File: config.mk
export PLATFORM = sky130hd
export DESIGN_NAME = burst_rd_fe
export DESIGN_NICKNAME = d
export VERILOG_FILES = /design/src/rtl/burst_rd_pkg.sv /design/src/rtl/burst_rd_ctrl.sv /design/src/rtl/burst_rd_addr.sv /design/src/rtl/burst_rd_oreg.sv /design/src/rtl/burst_rd_fe.sv
export SDC_FILE = /design/constraint.sdc
export NUM_CORES = 1
export LEC_CHECK = 0
export ABC_AREA = 1
export BUFFER_PORTS_ARGS = -buffer_cell sky130_fd_sc_hd__buf_2
export CAP_MARGIN = 25
export CORE_AREA = 3 3 51 100
export DETAILED_ROUTE_END_ITERATION = 16
export DIE_AREA = 0 0 54 103
export HOLD_SLACK_MARGIN = 0.03
export PLACE_DENSITY = 0.86
export SETUP_SLACK_MARGIN = 0.02
export SYNTH_ARGS = -nofsm -noshare
export SYNTH_HDL_FRONTEND = slang
export SYNTH_SLANG_ARGS = --single-unit
export TNS_END_PERCENT = 50
File: constraint.sdc
create_clock -name clk_i -period 1.95 [get_ports clk_i]
set_clock_uncertainty 0.2 [all_clocks]
set_input_delay 0.2925 -clock clk_i [delete_from_list [all_inputs] [get_ports clk_i]]
set_output_delay 0.2925 -clock clk_i [all_outputs]
set_load 0.05 [all_outputs]
File: src/rtl/burst_rd_pkg.sv
package burst_rd_pkg;
  typedef enum logic {
    ST_IDLE   = 1'b0,
    ST_STREAM = 1'b1
  } rd_state_e;

  function automatic int unsigned clog2_min1(input int unsigned v);
    return (v <= 2) ? 1 : $clog2(v);
  endfunction
endpackage

File: src/rtl/burst_rd_ctrl.sv
module burst_rd_ctrl
  import burst_rd_pkg::*;
#(
  parameter int unsigned LINE_WORDS = 4,
  localparam int unsigned BEAT_W = clog2_min1(LINE_WORDS)
) (
  input  logic              clk_i,
  input  logic              rst_ni,
  input  logic              start_i,
  input  logic              ack_i,
  output logic              valid_o,
  output logic              load_o,
  output logic [BEAT_W-1:0] beat_o
);
  localparam logic [BEAT_W-1:0] LAST_BEAT = BEAT_W'(LINE_WORDS - 1);

  rd_state_e   state_q, state_d;
  logic [BEAT_W-1:0] beat_q, beat_d;
  logic        take, last;

  assign take = (state_q == ST_STREAM) && ack_i;
  assign last = (beat_q == LAST_BEAT);

  always_comb begin
    state_d = state_q;
    beat_d  = beat_q;
    load_o  = 1'b0;
    if (start_i) begin
      // start wins over any accept in the same cycle
      state_d = ST_STREAM;
      beat_d  = '0;
      load_o  = 1'b1;
    end else if (take) begin
      if (last) begin
        state_d = ST_IDLE;
      end else begin
        beat_d = beat_q + 1'b1;
        load_o = 1'b1;
      end
    end
  end

  always_ff @(posedge clk_i or negedge rst_ni) begin
    if (!rst_ni) begin
      state_q <= ST_IDLE;
      beat_q  <= '0;
    end else begin
      state_q <= state_d;
      beat_q  <= beat_d;
    end
  end

  assign valid_o = (state_q == ST_STREAM);
  assign beat_o  = beat_q;
endmodule

File: src/rtl/burst_rd_addr.sv
module burst_rd_addr #(
  parameter int unsigned WA_W   = 14,
  parameter int unsigned BEAT_W = 2,
  localparam int unsigned LINE_W = WA_W - BEAT_W
) (
  input  logic              clk_i,
  input  logic              rst_ni,
  input  logic              start_i,
  input  logic [WA_W-1:0]   start_word_i,
  input  logic [BEAT_W-1:0] beat_i,
  output logic [WA_W-1:0]   arr_addr_o
);
  logic [LINE_W-1:0] line_q;
  logic [BEAT_W-1:0] next_beat;

  always_ff @(posedge clk_i or negedge rst_ni) begin
    if (!rst_ni) line_q <= '0;
    else if (start_i) line_q <= start_word_i[WA_W-1:BEAT_W];
  end

  // prefetch address: word after the one in the output register, wraps in line
  assign next_beat = beat_i + 1'b1;

  always_comb begin
    if (start_i) arr_addr_o = {start_word_i[WA_W-1:BEAT_W], {BEAT_W{1'b0}}};
    else         arr_addr_o = {line_q, next_beat};
  end
endmodule

File: src/rtl/burst_rd_oreg.sv
module burst_rd_oreg #(
  parameter int unsigned DATA_W = 32
) (
  input  logic              clk_i,
  input  logic              rst_ni,
  input  logic              load_i,
  input  logic [DATA_W-1:0] d_i,
  output logic [DATA_W-1:0] q_o
);
  always_ff @(posedge clk_i or negedge rst_ni) begin
    if (!rst_ni) q_o <= '0;
    else if (load_i) q_o <= d_i;
  end
endmodule

File: src/rtl/burst_rd_fe.sv
module burst_rd_fe
  import burst_rd_pkg::*;
#(
  parameter int unsigned ADDR_W     = 16,
  parameter int unsigned DATA_W     = 32,
  parameter int unsigned LINE_WORDS = 4,
  localparam int unsigned BYTE_W = $clog2(DATA_W / 8),
  localparam int unsigned WA_W   = ADDR_W - BYTE_W,
  localparam int unsigned BEAT_W = clog2_min1(LINE_WORDS)
) (
  input  logic              clk_i,
  input  logic              rst_ni,
  input  logic              start_i,
  input  logic [ADDR_W-1:0] addr_i,
  input  logic              ack_i,
  output logic [DATA_W-1:0] data_o,
  output logic              valid_o,
  output logic [WA_W-1:0]   arr_addr_o,
  input  logic [DATA_W-1:0] arr_rdata_i
);
  logic              load;
  logic [BEAT_W-1:0] beat;
  logic [WA_W-1:0]   start_word;

  assign start_word = addr_i[ADDR_W-1:BYTE_W];

  burst_rd_ctrl #(.LINE_WORDS(LINE_WORDS)) u_ctrl (
    .clk_i   (clk_i),
    .rst_ni  (rst_ni),
    .start_i (start_i),
    .ack_i   (ack_i),
    .valid_o (valid_o),
    .load_o  (load),
    .beat_o  (beat)
  );

  burst_rd_addr #(.WA_W(WA_W), .BEAT_W(BEAT_W)) u_addr (
    .clk_i        (clk_i),
    .rst_ni       (rst_ni),
    .start_i      (start_i),
    .start_word_i (start_word),
    .beat_i       (beat),
    .arr_addr_o   (arr_addr_o)
  );

  burst_rd_oreg #(.DATA_W(DATA_W)) u_oreg (
    .clk_i  (clk_i),
    .rst_ni (rst_ni),
    .load_i (load),
    .d_i    (arr_rdata_i),
    .q_o    (data_o)
  );
endmodule

Yosys cells after proc, flatten, opt, wreduce, memory -nomap -nowiden:

Index checks and enable logic that the tools add are counted.

* reductions and logical operators: 5
* multiplexer cells: 10
* $add $sub $neg: 1
* equal/unequal tests: 2

Operators by type and width (count)
* $mux 14: 1
* $mux 1: 6
* $mux 2: 3
* $reduce_and 2->1: 2
* $reduce_bool 2->1: 2
* $add 2x1->2 const B: 1
* $eq 2x2->1 const B: 1
* $ne 2x2->1 const B: 1
* $logic_and 1x1->1: 1

* logic and storage cells: 22
* output and inout port bits: 47
* register bits after elaboration: 47
* input port bits: 52

Longest topological paths before layout:

* depth after elaboration: 4
* mapped depth: 6
* gate-level depth less buffers: 5

Hierarchy:

A second synthesis with hierarchy kept.

* cell total of the unflattened synthesis: 215
* area, all modules: 1939.4 µm²

By module, submodules not included
* burst_rd_oreg: area each 1292.5 µm², instances 1, cells each 136, seq. area each 800.8 µm²
* burst_rd_addr: area each 476.7 µm², instances 1, cells each 56, seq. area each 300.3 µm²
* burst_rd_ctrl: area each 170.2 µm², instances 1, cells each 23, seq. area each 75.1 µm²

Worst setup path before layout:

No wires, ideal clock.

* path kind: reg-to-output
* start: register u_ctrl.beat_q[0], in the netlist u_ctrl.beat_o[0]
* end: output port arr_addr_o[1]
* required time: 1.457 ns
* path slack: 0.111 ns
* stages on the path, launching flop included: 4
* arrival time: 1.347 ns
* path through: dfrtp_1 ha_1 inv_1 nor2_1

* cells in the longest elaborated chain, start to end: 2

RTL lines
* start: declaration: line burst_rd_ctrl.sv:18 `logic [BEAT_W-1:0] beat_q, beat_d;`
* start signal: assignment: line burst_rd_ctrl.sv:49 `beat_q <= beat_d;`
* $add 2x1->2: line burst_rd_addr.sv:22 `assign next_beat = beat_i + 1'b1;`
* $mux 14: line burst_rd_addr.sv:25 `if (start_i) arr_addr_o = {start_word_i[WA_W-1:BEAT_W], {BEAT_W{1'b0}}};`
* end: declaration: line burst_rd_fe.sv:18 `output logic [WA_W-1:0] arr_addr_o,`

Every way passes these cells.

Worst setup path after layout:

Same ends and word-level chain as after synthesis.

==> summary.txt <==
Clock network
  • Clk buf depth: 2
  • CTS root buf: clkbuf_8
  • Worst-skew pair later-pin latency: 0.29 ns
  • TritonCTS Buffers: 5
  • CTS tree: done
  • Clock transition at path regs: 0.09 ns
  • Number of clock sinks: 47
  • H-tree levels: 2

Critical path
  • Setup crit start kind: flip-flop
  • Reg2reg end: u_oreg.q_o[2]$_DFFE_PN0P_
  • Worst path arrival time: 1.34 ns
  • Crit-path max cell delay: 0.41 ns
  • Reg2reg path depth: 5
  • CP cell instances: ha_1, inv_1, nor2_1, buf_4
  • WP data required: 1.46 ns
  • Reg-to-Reg Start: u_ctrl.beat_o[0]$_DFFE_PN0P_
  • Worst path slowest cell: dfrtp_1
  • CP max FO: 3
  • Critical Path End Type: primary output
  • R2R setup slack: 0.41 ns
  • Kind of critical path: flip-flop to primary output

Yosys
  • Yosys Warn Count: 0
  • Yosys top cell area share: 60.1%
  • Xor/xnor share of the synthesized area: 0%
  • Synthesis-stage register bit count: 47
  • Post-synthesis compound-gate area fraction: 0%
  • Post-synth EDFFs: 0
  • Avg Cell Area, Syn: 9.14 µm²
  • Post-synthesis simple-gate area fraction: 33.2%
  • Mapped Nets: 267
  • Top cells by area, synth: dfrtp_1 (60%), nand3_1 (17%), nand2_1 (15%)
  • Top-count cell post-synth: nand2_1
  • Cell taking the most area after synthesis: dfrtp_1
  • Commonest cells in the netlist: nand2_1 (76), nand3_1 (66), dfrtp_1 (47)
  • Combinational family with the most area after synthesis: simple AND/OR/NAND/NOR gates
  • Register area share after synthesis: 60.1%
  • Mapped Cells: 214
  • Adder-Cell Fraction of Synth Area: 0.640%
  • Top_reg_cell synth: dfrtp_1
  • Post-synthesis mux area share: 0%
  • Post-synth cell types: 13
  • Synth async-reset ratio: 100%
  • Mapped Area: 0.00196 mm²

Cells and area
  • Fill cells: 387
  • Layout cell share with drive strength beyond 1: 34.9%
  • # diodes: 0
  • Post-Layout Inst Area: 0.00282 mm²
  • Post-layout util: 64.4%
  • Final Net Count: 384
  • P&R area growth vs syn: 44.2%

Die
  • Initial Utilization: 44.6%
  • Chip width: 54 µm
  • Core ar.: 0.00438 mm²
  • IO Pins: 99
  • Die area: 0.00556 mm²
  • Die Ht: 103 µm
  • FP Rows: 34

Power and ir drop
  • Switching Share: 32.6%
  • Clock power share: 31.2%
  • Combinational share of power: 26.6%
  • Total power divided by cell area: 928 mW/mm²
  • Peak VDD IR: 0.725 mV
  • Leak pwr: 1.59 nW
  • Pint: 1.76 mW
  • Net switching power: 0.853 mW
  • Sequential fraction of design power: 42.2%

Place
  • Port Buffers: 94
  • Area after DPL: 0.00247 mm²
  • Final Wtd Congestion: 0.738
  • DPL Wire Length: 3.86 mm

GRT
  • Largest net degree at the start of global routing: 26
  • First-pass GRT wire length: 8.77 mm
  • Aggregate global routing overflow: 0
  • Vias in the first global route: 1983
  • Total GRT Usage: 21.3%
  • Antenna violations before repair: 0

Route
  • Via count: 1906
  • Starting DRT DRC Count: 33
  • Via/cell ratio: 4.94
  • Antenna Nets Post-Route: 0
  • DRT Wirelength: 5.47 mm
  • DRC: 0
  • Routed length per instance: 14.2 µm
  • DR pass1 iterations: 4

STA
  • Period utilization: 94.2%
  • Fin crit period: 1.84 ns
  • Number of max-slew violations in the final report: 0
  • Final setup viols: 0
  • Measured slew at the worst slew-check pin: 0.540 ns
  • RSZ-0062 raised after global routing: no
  • Max-Slew Margin vs Limit: 64.0%
  • Min Hold Slack: 0.0375 ns
  • Setup TNS: 0 ns
  • Hold Vio Cnt, Final: 0
  • Fmax: 545 MHz

Min path
  • Hold depth: 3
  • Hold Startpoint: arr_rdata_i[3]
  • Hold Path Class: input pin to flip-flop
  • Hold endpoint: u_oreg.q_o[3]$_DFFE_PN0P_

Status
  • Status: complete, no violations

Run
  • Max Cap Viol: 0
worst max-delay path by stage:
stage                                       to                          from
finish                           arr_addr_o[1]  u_ctrl.beat_o[0]$_DFFE_PN0P_
CTS                              arr_addr_o[1]  u_ctrl.beat_o[0]$_DFFE_PN0P_
detailed placement  u_oreg.q_o[17]$_DFFE_PN0P_                       start_i
floorplan                        arr_addr_o[1]  u_ctrl.beat_o[0]$_DFFE_PN0P_
global route                     arr_addr_o[1]  u_ctrl.beat_o[0]$_DFFE_PN0P_
global placement    u_oreg.q_o[27]$_DFFE_PN0P_                       start_i
registers in the layout (all words and copies together) (netlist names):
| name | cells |
|---|---|
| u_addr.line_q | 12 |
| u_ctrl.beat_o | 2 |
| u_ctrl.valid_o | 1 |
| u_oreg.q_o | 32 |
worst max-delay path: cells and delay by family, from the launching register on:
| kind | cells | cell delay, ns |
|---|---|---|
| DFF | 1 | 0.41 |
| and+or+nand+nor | 1 | 0.12 |
| adders and majority gates | 1 | 0.28 |
| buffers and inverters | 2 | 0.25 |
kinds of logic (layout without fill, tap and decap cells):
| logic type | count (synthesis) | after routing |
|---|---|---|
| flip-flops | 47 | 47 |
| AND/OR/NAND/NOR | 148 | 148 |
| buffers and inverters | 18 | 136 |
| adder cells (fa/ha/maj) | 1 | 1 |
layout by cell type (no fill, tap or decap):
cell type / synthesis / layout
inv_1: 1 / 1
clkbuf_8: 0 / 5
buf_12: 0 / 1
buf_4: 6 / 10
buf_2: 4 / 93
dlygate4sd3_1: 0 / 21
nand2_1: 76 / 76
nor2_1: 3 / 3
ha_1: 1 / 1
nand3_2: 1 / 1
inv_2: 2 / 2
bufinv_16: 0 / 2
clkbuf_1: 2 / 1
dfrtp_1: 47 / 47
nand3_1: 66 / 66
nand2_2: 2 / 2
power groups by stage:
stage          Sequential (mW)  Combinational (mW)  Clock [mW]
6_report                  1.10               0.697       0.816
4_1_cts                   1.10               0.697       0.839
3_5_place_dp              1.12               0.665           0
5_1_grt                   1.11               0.747       0.878
3_3_place_gp              1.12               0.654           0
2_1_floorplan             1.34               0.245           0
final cells by class:
| class | count | area, µm² | share of cell area (%) |
|---|---|---|---|
| flip-flops and latches | 47 | 1180 | 41.7 |
| repair buffers | 125 | 771 | 27.3 |
| multi-input cells | 149 | 662 | 23.5 |
| clock buffers | 6 | 72.6 | 2.57 |
| well taps | 54 | 67.6 | 2.40 |
| clock inverters | 2 | 60.1 | 2.13 |
| inverters | 3 | 11.3 | 0.399 |
what timing repair did:
action                                  in CTS  in global routing
gates resized for setup                      0                  2
endpoints found under the setup margin       0                  1
buffers inserted                             0                  0
hold endpoints to repair                    41                  1
hold buffers                                20                  1
per-stage QoR:
stage	setup slack, ns	std cells	power [mW]
finish	0.114	386	2.62
global route	0.0289	386	2.74
CTS	0.0436	385	2.64
detailed placement	0.286	357	1.79
global placement	0.308	357	1.77
floorplan	0.111	214	1.58
per-layer routing:
layer,vias up,wire (µm),track usage [%]
li1,928,-,-
met1,905,1930,22.9
met2,61,3170,39.0
met3,12,225,2.32
met4,0,152,10.9
met5,-,0,0
Note: power is estimated with default switching activity, not from simulation.
